[config.mk]
export PLATFORM = sky130hd
export DESIGN_NAME = framed_tx
export DESIGN_NICKNAME = d
export VERILOG_FILES = /design/src/rtl/framed_tx_pkg.sv /design/src/rtl/ftx_fifo.sv /design/src/rtl/ftx_sync_det.sv /design/src/rtl/ftx_framer.sv /design/src/rtl/ftx_flags.sv /design/src/rtl/framed_tx.sv
export SDC_FILE = /design/constraint.sdc
export NUM_CORES = 1
export LEC_CHECK = 0
export BUFFER_PORTS_ARGS = -buffer_cell sky130_fd_sc_hd__buf_2
export CORE_UTILIZATION = 60
export CTS_BUF_LIST = sky130_fd_sc_hd__clkbuf_8 sky130_fd_sc_hd__clkbuf_16
export DETAILED_ROUTE_END_ITERATION = 10
export GPL_TIMING_DRIVEN = 1
export PLACE_DENSITY = 0.76
export SYNTH_ARGS = -nofsm -noshare
export SYNTH_HDL_FRONTEND = slang
export SYNTH_SLANG_ARGS = --single-unit
[constraint.sdc]
create_clock -name clk -period 6.1 [get_ports clk]
set_input_delay 0.61 -clock clk [delete_from_list [all_inputs] [get_ports clk]]
set_output_delay 0.61 -clock clk [all_outputs]
set_load 0.02 [all_outputs]
[src/rtl/framed_tx_pkg.sv]
package framed_tx_pkg;
    localparam int FLAG_FIFO = 0;
    localparam int FLAG_SYNC = 1;
    localparam int FLAG_WORD = 2;
    localparam int NUM_FLAGS = 3;
endpackage

[src/rtl/ftx_fifo.sv]
module ftx_fifo #(
    parameter int DATA_W = 8,
    parameter int DEPTH  = 8
) (
    input  logic              clk,
    input  logic              rst_n,
    input  logic              flush,
    input  logic              wr_en,
    input  logic [DATA_W-1:0] wr_data,
    input  logic              rd_en,
    output logic [DATA_W-1:0] rd_data,
    output logic              empty,
    output logic              full
);
    localparam int PW = (DEPTH > 1) ? $clog2(DEPTH) : 1;
    localparam int CW = $clog2(DEPTH + 1);

    typedef struct packed {
        logic [PW-1:0] wp;
        logic [PW-1:0] rp;
        logic [CW-1:0] cnt;
    } fifo_st_t;

    fifo_st_t st_d, st_q;
    logic [DATA_W-1:0] mem_q [DEPTH];
    logic do_wr, do_rd;

    function automatic logic [PW-1:0] wrap_inc(input logic [PW-1:0] p);
        return (p == PW'(DEPTH - 1)) ? '0 : p + 1'b1;
    endfunction

    assign full    = (st_q.cnt == CW'(DEPTH));
    assign empty   = (st_q.cnt == '0);
    assign rd_data = mem_q[st_q.rp];
    assign do_wr   = wr_en && !flush && !full;
    assign do_rd   = rd_en && !flush && !empty;

    always_comb begin
        st_d = st_q;
        if (flush) begin
            st_d = '0;
        end else begin
            if (do_wr) st_d.wp = wrap_inc(st_q.wp);
            if (do_rd) st_d.rp = wrap_inc(st_q.rp);
            case ({do_wr, do_rd})
                2'b10:   st_d.cnt = st_q.cnt + 1'b1;
                2'b01:   st_d.cnt = st_q.cnt - 1'b1;
                default: st_d.cnt = st_q.cnt;
            endcase
        end
    end

    always_ff @(posedge clk) begin
        if (!rst_n) st_q <= '0;
        else        st_q <= st_d;
    end

    always_ff @(posedge clk) begin
        if (do_wr) mem_q[st_q.wp] <= wr_data;
    end
endmodule

[src/rtl/ftx_sync_det.sv]
module ftx_sync_det (
    input  logic clk,
    input  logic rst_n,
    input  logic bit_en,
    input  logic fsync,
    output logic fs_edge
);
    logic prev_d, prev_q;

    always_comb begin
        prev_d = prev_q;
        if (bit_en) prev_d = fsync;
    end

    assign fs_edge = bit_en && fsync && !prev_q;

    always_ff @(posedge clk) begin
        if (!rst_n) prev_q <= 1'b0;
        else        prev_q <= prev_d;
    end
endmodule

[src/rtl/ftx_framer.sv]
module ftx_framer #(
    parameter int WORD_BITS   = 8,
    parameter int FRAME_WORDS = 4
) (
    input  logic                           clk,
    input  logic                           rst_n,
    input  logic                           bit_en,
    input  logic                           fs_edge,
    input  logic                           fifo_empty,
    input  logic [WORD_BITS-1:0]           fifo_rdata,
    input  logic                           flush,
    input  logic                           cont_en,
    input  logic                           fef_q,
    input  logic [$clog2(FRAME_WORDS)-1:0] word_sel,
    output logic                           pop,
    output logic                           sdata,
    output logic                           busy,
    output logic                           uflow,
    output logic                           sync_err,
    output logic                           word_start
);
    localparam int BCW = $clog2(WORD_BITS);
    localparam int WIW = $clog2(FRAME_WORDS);

    typedef struct packed {
        logic                 busy;
        logic                 hold;
        logic [WIW-1:0]       resume;
        logic [WIW-1:0]       word_idx;
        logic [BCW-1:0]       bit_cnt;
        logic [WORD_BITS-1:0] shreg;
    } frm_st_t;

    frm_st_t st_d, st_q;
    logic           last_bit, frame_end, load, take;
    logic [WIW-1:0] slot_next;

    assign last_bit  = (st_q.bit_cnt == BCW'(WORD_BITS - 1));
    assign frame_end = st_q.busy && last_bit && (st_q.word_idx == WIW'(FRAME_WORDS - 1));

    always_comb begin
        st_d       = st_q;
        load       = 1'b0;
        take       = 1'b0;
        slot_next  = '0;
        uflow      = 1'b0;
        sync_err   = 1'b0;
        word_start = 1'b0;

        if (bit_en) begin
            if (!st_q.busy || frame_end) begin
                if (fs_edge) begin
                    load      = 1'b1;
                    slot_next = '0;
                    st_d.busy = 1'b1;
                end else begin
                    st_d.busy  = 1'b0;
                    st_d.shreg = '0;
                end
            end else begin
                if (fs_edge) sync_err = 1'b1;
                if (last_bit) begin
                    load      = 1'b1;
                    slot_next = st_q.word_idx + 1'b1;
                end else begin
                    st_d.bit_cnt = st_q.bit_cnt + 1'b1;
                    st_d.shreg   = st_q.shreg << 1;
                    if (st_q.bit_cnt == '0 && st_q.word_idx == word_sel)
                        word_start = 1'b1;
                end
            end

            if (load) begin
                st_d.word_idx = slot_next;
                st_d.bit_cnt  = '0;
                if (!cont_en && fef_q) begin
                    take = 1'b0;
                end else if (st_q.hold) begin
                    if (slot_next == st_q.resume && !fifo_empty) begin
                        take      = 1'b1;
                        st_d.hold = 1'b0;
                    end
                end else if (fifo_empty) begin
                    uflow = 1'b1;
                    if (cont_en) begin
                        st_d.hold   = 1'b1;
                        st_d.resume = slot_next;
                    end
                end else begin
                    take = 1'b1;
                end
                st_d.shreg = take ? fifo_rdata : '0;
            end
        end

        if (flush) st_d.hold = 1'b0;
    end

    assign pop   = take;
    assign sdata = st_q.shreg[WORD_BITS-1];
    assign busy  = st_q.busy;

    always_ff @(posedge clk) begin
        if (!rst_n) st_q <= '0;
        else        st_q <= st_d;
    end
endmodule

[src/rtl/ftx_flags.sv]
module ftx_flags
    import framed_tx_pkg::*;
(
    input  logic                 clk,
    input  logic                 rst_n,
    input  logic                 uflow,
    input  logic                 sync_err,
    input  logic                 word_start,
    input  logic [NUM_FLAGS-1:0] clr,
    input  logic [NUM_FLAGS-1:0] ien,
    output logic [NUM_FLAGS-1:0] flags,
    output logic                 irq
);
    logic [NUM_FLAGS-1:0] set_v, flg_d, flg_q;

    always_comb begin
        set_v            = '0;
        set_v[FLAG_FIFO] = uflow;
        set_v[FLAG_SYNC] = sync_err;
        set_v[FLAG_WORD] = word_start;
        flg_d            = (flg_q & ~clr) | set_v;
    end

    assign flags = flg_q;
    assign irq   = |(flg_q & ien);

    always_ff @(posedge clk) begin
        if (!rst_n) flg_q <= '0;
        else        flg_q <= flg_d;
    end
endmodule

[src/rtl/framed_tx.sv]
module framed_tx
    import framed_tx_pkg::*;
#(
    parameter int WORD_BITS   = 8,
    parameter int FRAME_WORDS = 4,
    parameter int FIFO_DEPTH  = 8
) (
    input  logic                           clk,
    input  logic                           rst_n,
    input  logic                           bit_en,
    input  logic                           fsync,
    input  logic                           wr_en,
    input  logic [WORD_BITS-1:0]           wr_data,
    output logic                           fifo_full,
    input  logic                           fifo_flush,
    input  logic                           cont_en,
    input  logic [$clog2(FRAME_WORDS)-1:0] word_sel,
    input  logic [NUM_FLAGS-1:0]           flag_clr,
    input  logic [NUM_FLAGS-1:0]           irq_en,
    output logic                           sdata,
    output logic [NUM_FLAGS-1:0]           flags,
    output logic                           irq
);
    logic                 fs_edge, fifo_empty, fifo_pop, framer_busy;
    logic                 ev_uflow, ev_sync, ev_word;
    logic [WORD_BITS-1:0] fifo_rdata;

    ftx_fifo #(.DATA_W(WORD_BITS), .DEPTH(FIFO_DEPTH)) fifo_i (
        .clk(clk), .rst_n(rst_n), .flush(fifo_flush),
        .wr_en(wr_en), .wr_data(wr_data),
        .rd_en(fifo_pop), .rd_data(fifo_rdata),
        .empty(fifo_empty), .full(fifo_full)
    );

    ftx_sync_det sync_i (
        .clk(clk), .rst_n(rst_n), .bit_en(bit_en),
        .fsync(fsync), .fs_edge(fs_edge)
    );

    ftx_framer #(.WORD_BITS(WORD_BITS), .FRAME_WORDS(FRAME_WORDS)) framer_i (
        .clk(clk), .rst_n(rst_n), .bit_en(bit_en), .fs_edge(fs_edge),
        .fifo_empty(fifo_empty), .fifo_rdata(fifo_rdata), .flush(fifo_flush),
        .cont_en(cont_en), .fef_q(flags[FLAG_FIFO]), .word_sel(word_sel),
        .pop(fifo_pop), .sdata(sdata), .busy(framer_busy),
        .uflow(ev_uflow), .sync_err(ev_sync), .word_start(ev_word)
    );

    ftx_flags flags_i (
        .clk(clk), .rst_n(rst_n), .uflow(ev_uflow), .sync_err(ev_sync),
        .word_start(ev_word), .clr(flag_clr), .ien(irq_en),
        .flags(flags), .irq(irq)
    );
endmodule

Word level (Yosys, flattened, before mapping)
Memory sizes are Yosys's and may differ from the RTL's. A register that Yosys moved wholly into a read port is not among the register bits.
Cells that the tools add are included.
- add/subtract/negate cells: 6
- equal/unequal tests: 13
- mux-type cells: 43
- bitwise gates (word level): 7
- reductions and logical operators: 29
- operators with widths (kind ; number):
    $mux 1 ; 27
    $mux 8 ; 3
    $mux 11 ; 2
    $mux 3 ; 7
    $logic_and 1x1->1 ; 11
    $add 3x1->3 const B ; 3
    $eq 3x3->1 const B ; 3
    $reduce_and 3->1 ; 3
    $pmux 4 s2 ; 1
    $and 3x3->3 ; 2
    $logic_not 1->1 ; 6
    $mux 2 ; 3
    $ne 3x3->1 const B ; 2
    $reduce_and 6->1 ; 1
    $add 4x1->4 const B ; 1
    $eq 2x2->1 ; 2
    $eq 2x2->1 const B ; 2
    $eq 4x4->1 const B ; 1
    $logic_not 4->1 ; 1
    $ne 2x2->1 const B ; 2
    $reduce_and 2->1 ; 2
    $sub 4x1->4 const B ; 1
    $logic_not 3->1 ; 1
    $not 1->1 ; 3
    other kinds (8) ; 8
- flip-flop bits (word level): 31
- RAM bits: 64
- input port bits: 23
- output and inout port bits: 6
- word-level logic and storage cells: 110
- memories: 1
- memory list (name ; depth ; width ; rd ports ; clocked after memory_dff ; write ports ; RTL line ; RTL):
    fifo_i.mem_q ; 8 ; 8 ; 1 ; 1 ; 1 ; ftx_fifo.sv:25 ; logic [DATA_W-1:0] mem_q [DEPTH];

Depth between registers and ports, before layout
- depth after elaboration: 19
- mapped depth: 15
- gate-level depth less buffers: 14

Hierarchy
Synthesis repeated with hierarchy kept, for this count alone.
- cells, all modules: 293
- area, all modules: 4221.5 um2
- by module, submodules not included (module ; instances ; cells an instance ; area an instance (um2) ; sequential area each (um2)):
    ftx_fifo ; 1 ; 174 ; 3103.0 ; 2182.1
    ftx_framer ; 1 ; 103 ; 962.2 ; 340.3
    ftx_flags ; 1 ; 11 ; 115.1 ; 60.1
    ftx_sync_det ; 1 ; 5 ; 41.3 ; 20.0

Worst setup path before layout
OpenSTA, ideal clock, no wires.
- kind: register -> register
- start: register framer_i.st_q[8] (netlist name)
- end: register fifo_i.st_q[2] (netlist name)
- library setup time: 0.072 ns
- arrival: 2.907 ns
- required time: 6.028 ns
- path slack: 3.120 ns
- stages on the path, launching flop included: 16
- buffers on the path: 1
- clock period less this slack: 2.980 ns
- cells stage by stage: dfxtp_1 > ha_1 > ha_1 > and4b_1 > buf_4 > mux2i_2 > nor4_4 > nand2_2 > inv_1 > ha_1 > xor2_1 > ha_1 > a21oi_1 > xor2_1 > or3_1 > a21oi_1
- cells in the longest elaborated chain, start to end: 19
- elaborated cells on any way between the ends: 25
- classes of those cells: eq/ne (4); mux (14); reduce/logical (7)
- RTL lines (what ; RTL line ; RTL):
    from (decl) ; ftx_framer.sv:34 ; frm_st_t st_d, st_q;
    from (signal assigned) ; ftx_framer.sv:105 ; else st_q <= st_d;
    $eq 3x3->1 * ; ftx_framer.sv:38 ; assign last_bit = (st_q.bit_cnt == BCW'(WORD_BITS - 1));
    $logic_and 1x1->1 (2 in series) ; ftx_framer.sv:39 ; assign frame_end = st_q.busy && last_bit && (st_q.word_idx == WIW'(FRAME_WORDS - 1));
    $logic_or 1x1->1 ; ftx_framer.sv:51 ; if (!st_q.busy || frame_end) begin
    $mux 2 ; ftx_framer.sv:51 ;
    $mux 2 ; ftx_framer.sv:50 ; if (bit_en) begin
    $eq 2x2->1 ; ftx_framer.sv:79 ; if (slot_next == st_q.resume && !fifo_empty) begin
    $logic_and 1x1->1 ; ftx_framer.sv:79 ;
    $mux 1 ; ftx_framer.sv:79 ;
    $mux 1 ; ftx_framer.sv:78 ; end else if (st_q.hold) begin
    $mux 1 ; ftx_framer.sv:76 ; if (!cont_en && fef_q) begin
    $mux 1 ; ftx_framer.sv:73 ; if (load) begin
    $mux 1 ; ftx_framer.sv:50 ;
    $mux 1 * ; ftx_framer.sv:73 ;
    $mux 1 * ; ftx_framer.sv:50 ;
    $logic_and 1x1->1 * (2 in series) ; ftx_fifo.sv:36 ; assign do_rd = rd_en && !flush && !empty;
    $eq 2x1->1 or $eq 2x2->1 (tied branches) ; ftx_fifo.sv:45 ; case ({do_wr, do_rd})
    $pmux 4 s2 or $reduce_bool 2->1 (tied branches) ; n/a ;
    to (signal assigned) ; ftx_fifo.sv:55 ; else st_q <= st_d;
    to (decl) ; ftx_fifo.sv:24 ; fifo_st_t st_d, st_q;
Every way passes the cells marked *; elsewhere a longest branch is shown, timed or not. The select of a mux whose other input is x is not followed.
A chain may end at the register's enable or synchronous reset.

Final worst setup path
Ends and elaborated chain as after synthesis.

==> metrics.cfg <==
[power_and_ir_drop]
power_density_nw_per_um2=254
power.leakage_nw=1.68
ir_drop_mv=0.159
power_mw=1.17

[synth]
yosysSeqAreaShare=0.621
synth_compound_area_frac=0.0689
synthSimpleGateAreaFrac=0.108
yosys-top-cells-area=edfxtp_1 (46%), dfxtp_1 (16%), mux4_2 (8.6%)
syn_area_um2=4190
yosys.area.top_type=edfxtp_1
synth_top_family_by_area=multiplexers
synthCells=293
synthFlopType=edfxtp_1
synth_nets=327
synthAdderAreaFrac=0.0328
yosys_register_bits=98
synthMuxAreaShare=0.127
synth_edf_count=64
synthDistinctLibCells=52
async_reset_ff_frac=0
synth_top_area_frac=0.458
yosys_warnings=0
syn_avg_cell_area_um2=14.3
synth_xor_area_frac=0.0167

[die]
row_count=30
die_area_um2=7330
die_h_um=85.6
start_util=0.621
io-pin-count=29
core_area_um2=6760
die_w_um=85.6

[sta]
max_slew.worst_pin.slew_ns=1.07
tns_ns=0
skew_ns=0.0121
setup-violations-final=0
finalHoldViolCount=0
max_freq_mhz=305
finalCritPeriodShare=0.538
slew_viol_final=0
rsz0062_at_grt=no
min_period_ns=3.28
relSlewSlack=0.288
setup_slack_ns=2.82

[cts]
htreeDepth=3
holdBufCountCts=0
cts.sinks=98
cts_resized=0
cts_tree=built
numCtsBuffers=9
clkLatencyLatePin_ns=0.37
root_buffer=clkbuf_8
clkTransAtPathRegs_ns=0.10
post_cts_buffers=0
clockBufferDepth=2

[min_path]
hold_depth=2
hp-start=framer_i.st_q[10]
min_path_type=flop to flop
whs_endpoint=framer_i.st_q[10]

[global_routing]
gr-total-overflow=0
grt_util_all_layers=0.215
antenna_found_initial=0
grt_pass1_vias=2315
grt_pass1_wl_mm=11.5
grt_max_degree=19

[critical_path]
r2r_end=fifo_i.st_q[2]
worst-r2r-cell-count=14
crit_type=flop to flop
crit_fanout=6
rrSetupSlack_ns=2.82
critPathLaunchType=flop
cp.arrival_ns=3.57
cp.required_ns=6.39
timing.rr.start=framer_i.st_q[8]
worstSetupEndpointType=flop

[route]
wl_mm=7.24
vias=2476
viasPerCell=6.04
wire_per_inst_um=17.6
drt_iter0_markers=124
drc_errors=0
ant_nets=0
drt_pass1_iterations=4

[cells_and_area]
final_util=0.679
nets=359
antennaDiodeCount=0
synthToLayoutAreaGrowth_pct=9.37
drive_above_1_share=0.242
finish.instance_area_um2=4590

[place]
gp_congestion=0.745
numPortBuffers=28
place_ws_ns=2.86
hpwl_mm=4.86
place_area_um2=4400

[status]
status=completed

[job]
drv_cap=0

-- worst max-delay path, stage by stage, from the launching register on --
cell and delay [ns]:
dfxtp_1 0.36, ha_1 0.22, ha_1 0.25, and4b_1 0.30, mux2i_2 0.21, nor4_4 0.42, nand2_2 0.14, inv_1 0.10
ha_1 0.24, xor2_1 0.17, ha_1 0.16, a21oi_1 0.04, xor2_1 0.15, or3_1 0.31, a21oi_1 0.14
-- per-stage QoR --
step / hold slack, ns / cells
floorplan: 0.443 / 293
global placement: 0.466 / 394
detailed placement: 0.465 / 394
CTS: 0.477 / 410
global route: 0.499 / 410
finish: 0.478 / 410
-- cell families after synthesis --
family                   after synthesis
adder cells (fa/ha/maj)               11
XOR/XNOR                               8
AO/OA/AOI/OAI                         42
AND/OR/NAND/NOR                       79
flip-flops                            98
multiplexers                          32
buffers and inverters                 23
-- where the power goes --
group / leakage [nW] / internal, mW / total (mW) / switching [mW]
combinational: 0.731 / 0.0223 / 0.0568 / 0.0345
clock: 0.0917 / 0.156 / 0.391 / 0.235
sequential: 0.854 / 0.713 / 0.719 / 0.00560
total: 1.68 / 0.892 / 1.17 / 0.275
-- metal layers --
layer / GRT usage / part of all wire
met2: 0.335 / 0.48
met5: 0 / 0
met3: 0.0404 / 0.035
met1: 0.294 / 0.47
met4: 0.106 / 0.020
-- cells in the mapped netlist, types with 2 or more instances --
cell type / instances
edfxtp_1: 64
dfxtp_1: 34
nor2_1: 28
mux4_2: 16
a21oi_1: 12
ha_1: 11
o21ai_0: 11
inv_1: 9
mux2i_1: 8
nand2_1: 8
a221oi_1: 7
mux2_2: 7
nand2b_1: 7
nor3_1: 7
xor2_1: 7
clkbuf_1: 6
nor2b_1: 6
a41o_1: 2
and3b_1: 2
buf_4: 2
buf_6: 2
clkinv_1: 2
nand2_2: 2
nand3_1: 2
nand3b_1: 2
or3_1: 2
or4_4: 2
-- cell usage in the layout, fill, tap and decap left out, drive strengths merged, types with 2 or more instances in the layout --
cell type / Yosys / final
a21oi: 12 / 12
a221oi: 7 / 7
a41o: 2 / 2
and3b: 2 / 2
buf: 6 / 33
clkbuf: 6 / 9
clkinv: 2 / 4
dfxtp: 34 / 34
edfxtp: 64 / 64
ha: 11 / 11
inv: 9 / 13
mux2: 7 / 7
mux2i: 9 / 9
mux4: 16 / 16
nand2: 10 / 10
nand2b: 7 / 7
nand3: 2 / 2
nand3b: 2 / 2
nor2: 28 / 28
nor2b: 6 / 6
nor3: 8 / 8
nor4: 2 / 2
o21ai: 11 / 11
o41ai: 2 / 2
or3: 2 / 2
or4: 2 / 2
xor2: 7 / 7
-- area by class of cell --
type / count / area, um^2
Clock buffer: 9 / 124
Clock inverter: 7 / 60.1
Fill cell: 497 / 2170
Inverter: 11 / 41.3
Multi-Input combinational cell: 172 / 1480
Sequential cell: 98 / 2600
Tap cell: 80 / 100
Timing Repair Buffer: 33 / 178
-- worst max path at each step --
stage | from | endpoint | slack [ns] | cells past startpoint
final | framer_i.st_q[8] | fifo_i.st_q[2] | 2.82 | 14
after global routing | framer_i.st_q[8] | fifo_i.st_q[2] | 2.53 | 14
after CTS | framer_i.st_q[8] | fifo_i.st_q[2] | 2.84 | 14
after detailed placement | framer_i.st_q[8] | fifo_i.st_q[2] | 2.86 | 14
after global placement | framer_i.st_q[8] | fifo_i.st_q[2] | 3.00 | 14
after floorplan | framer_i.st_q[8] | fifo_i.st_q[2] | 3.12 | 15
-- flip-flops by register name (all words and copies together) (netlist names), named ones only --
name and count:
flags_i.flags 3, framer_i.busy 1, sync_i.prev_q 1, framer_i.sdata 1
framer_i.st_q 15, fifo_i.st_q 10, fifo_i.mem_q 64
Power figures use the tool's default switching activity.
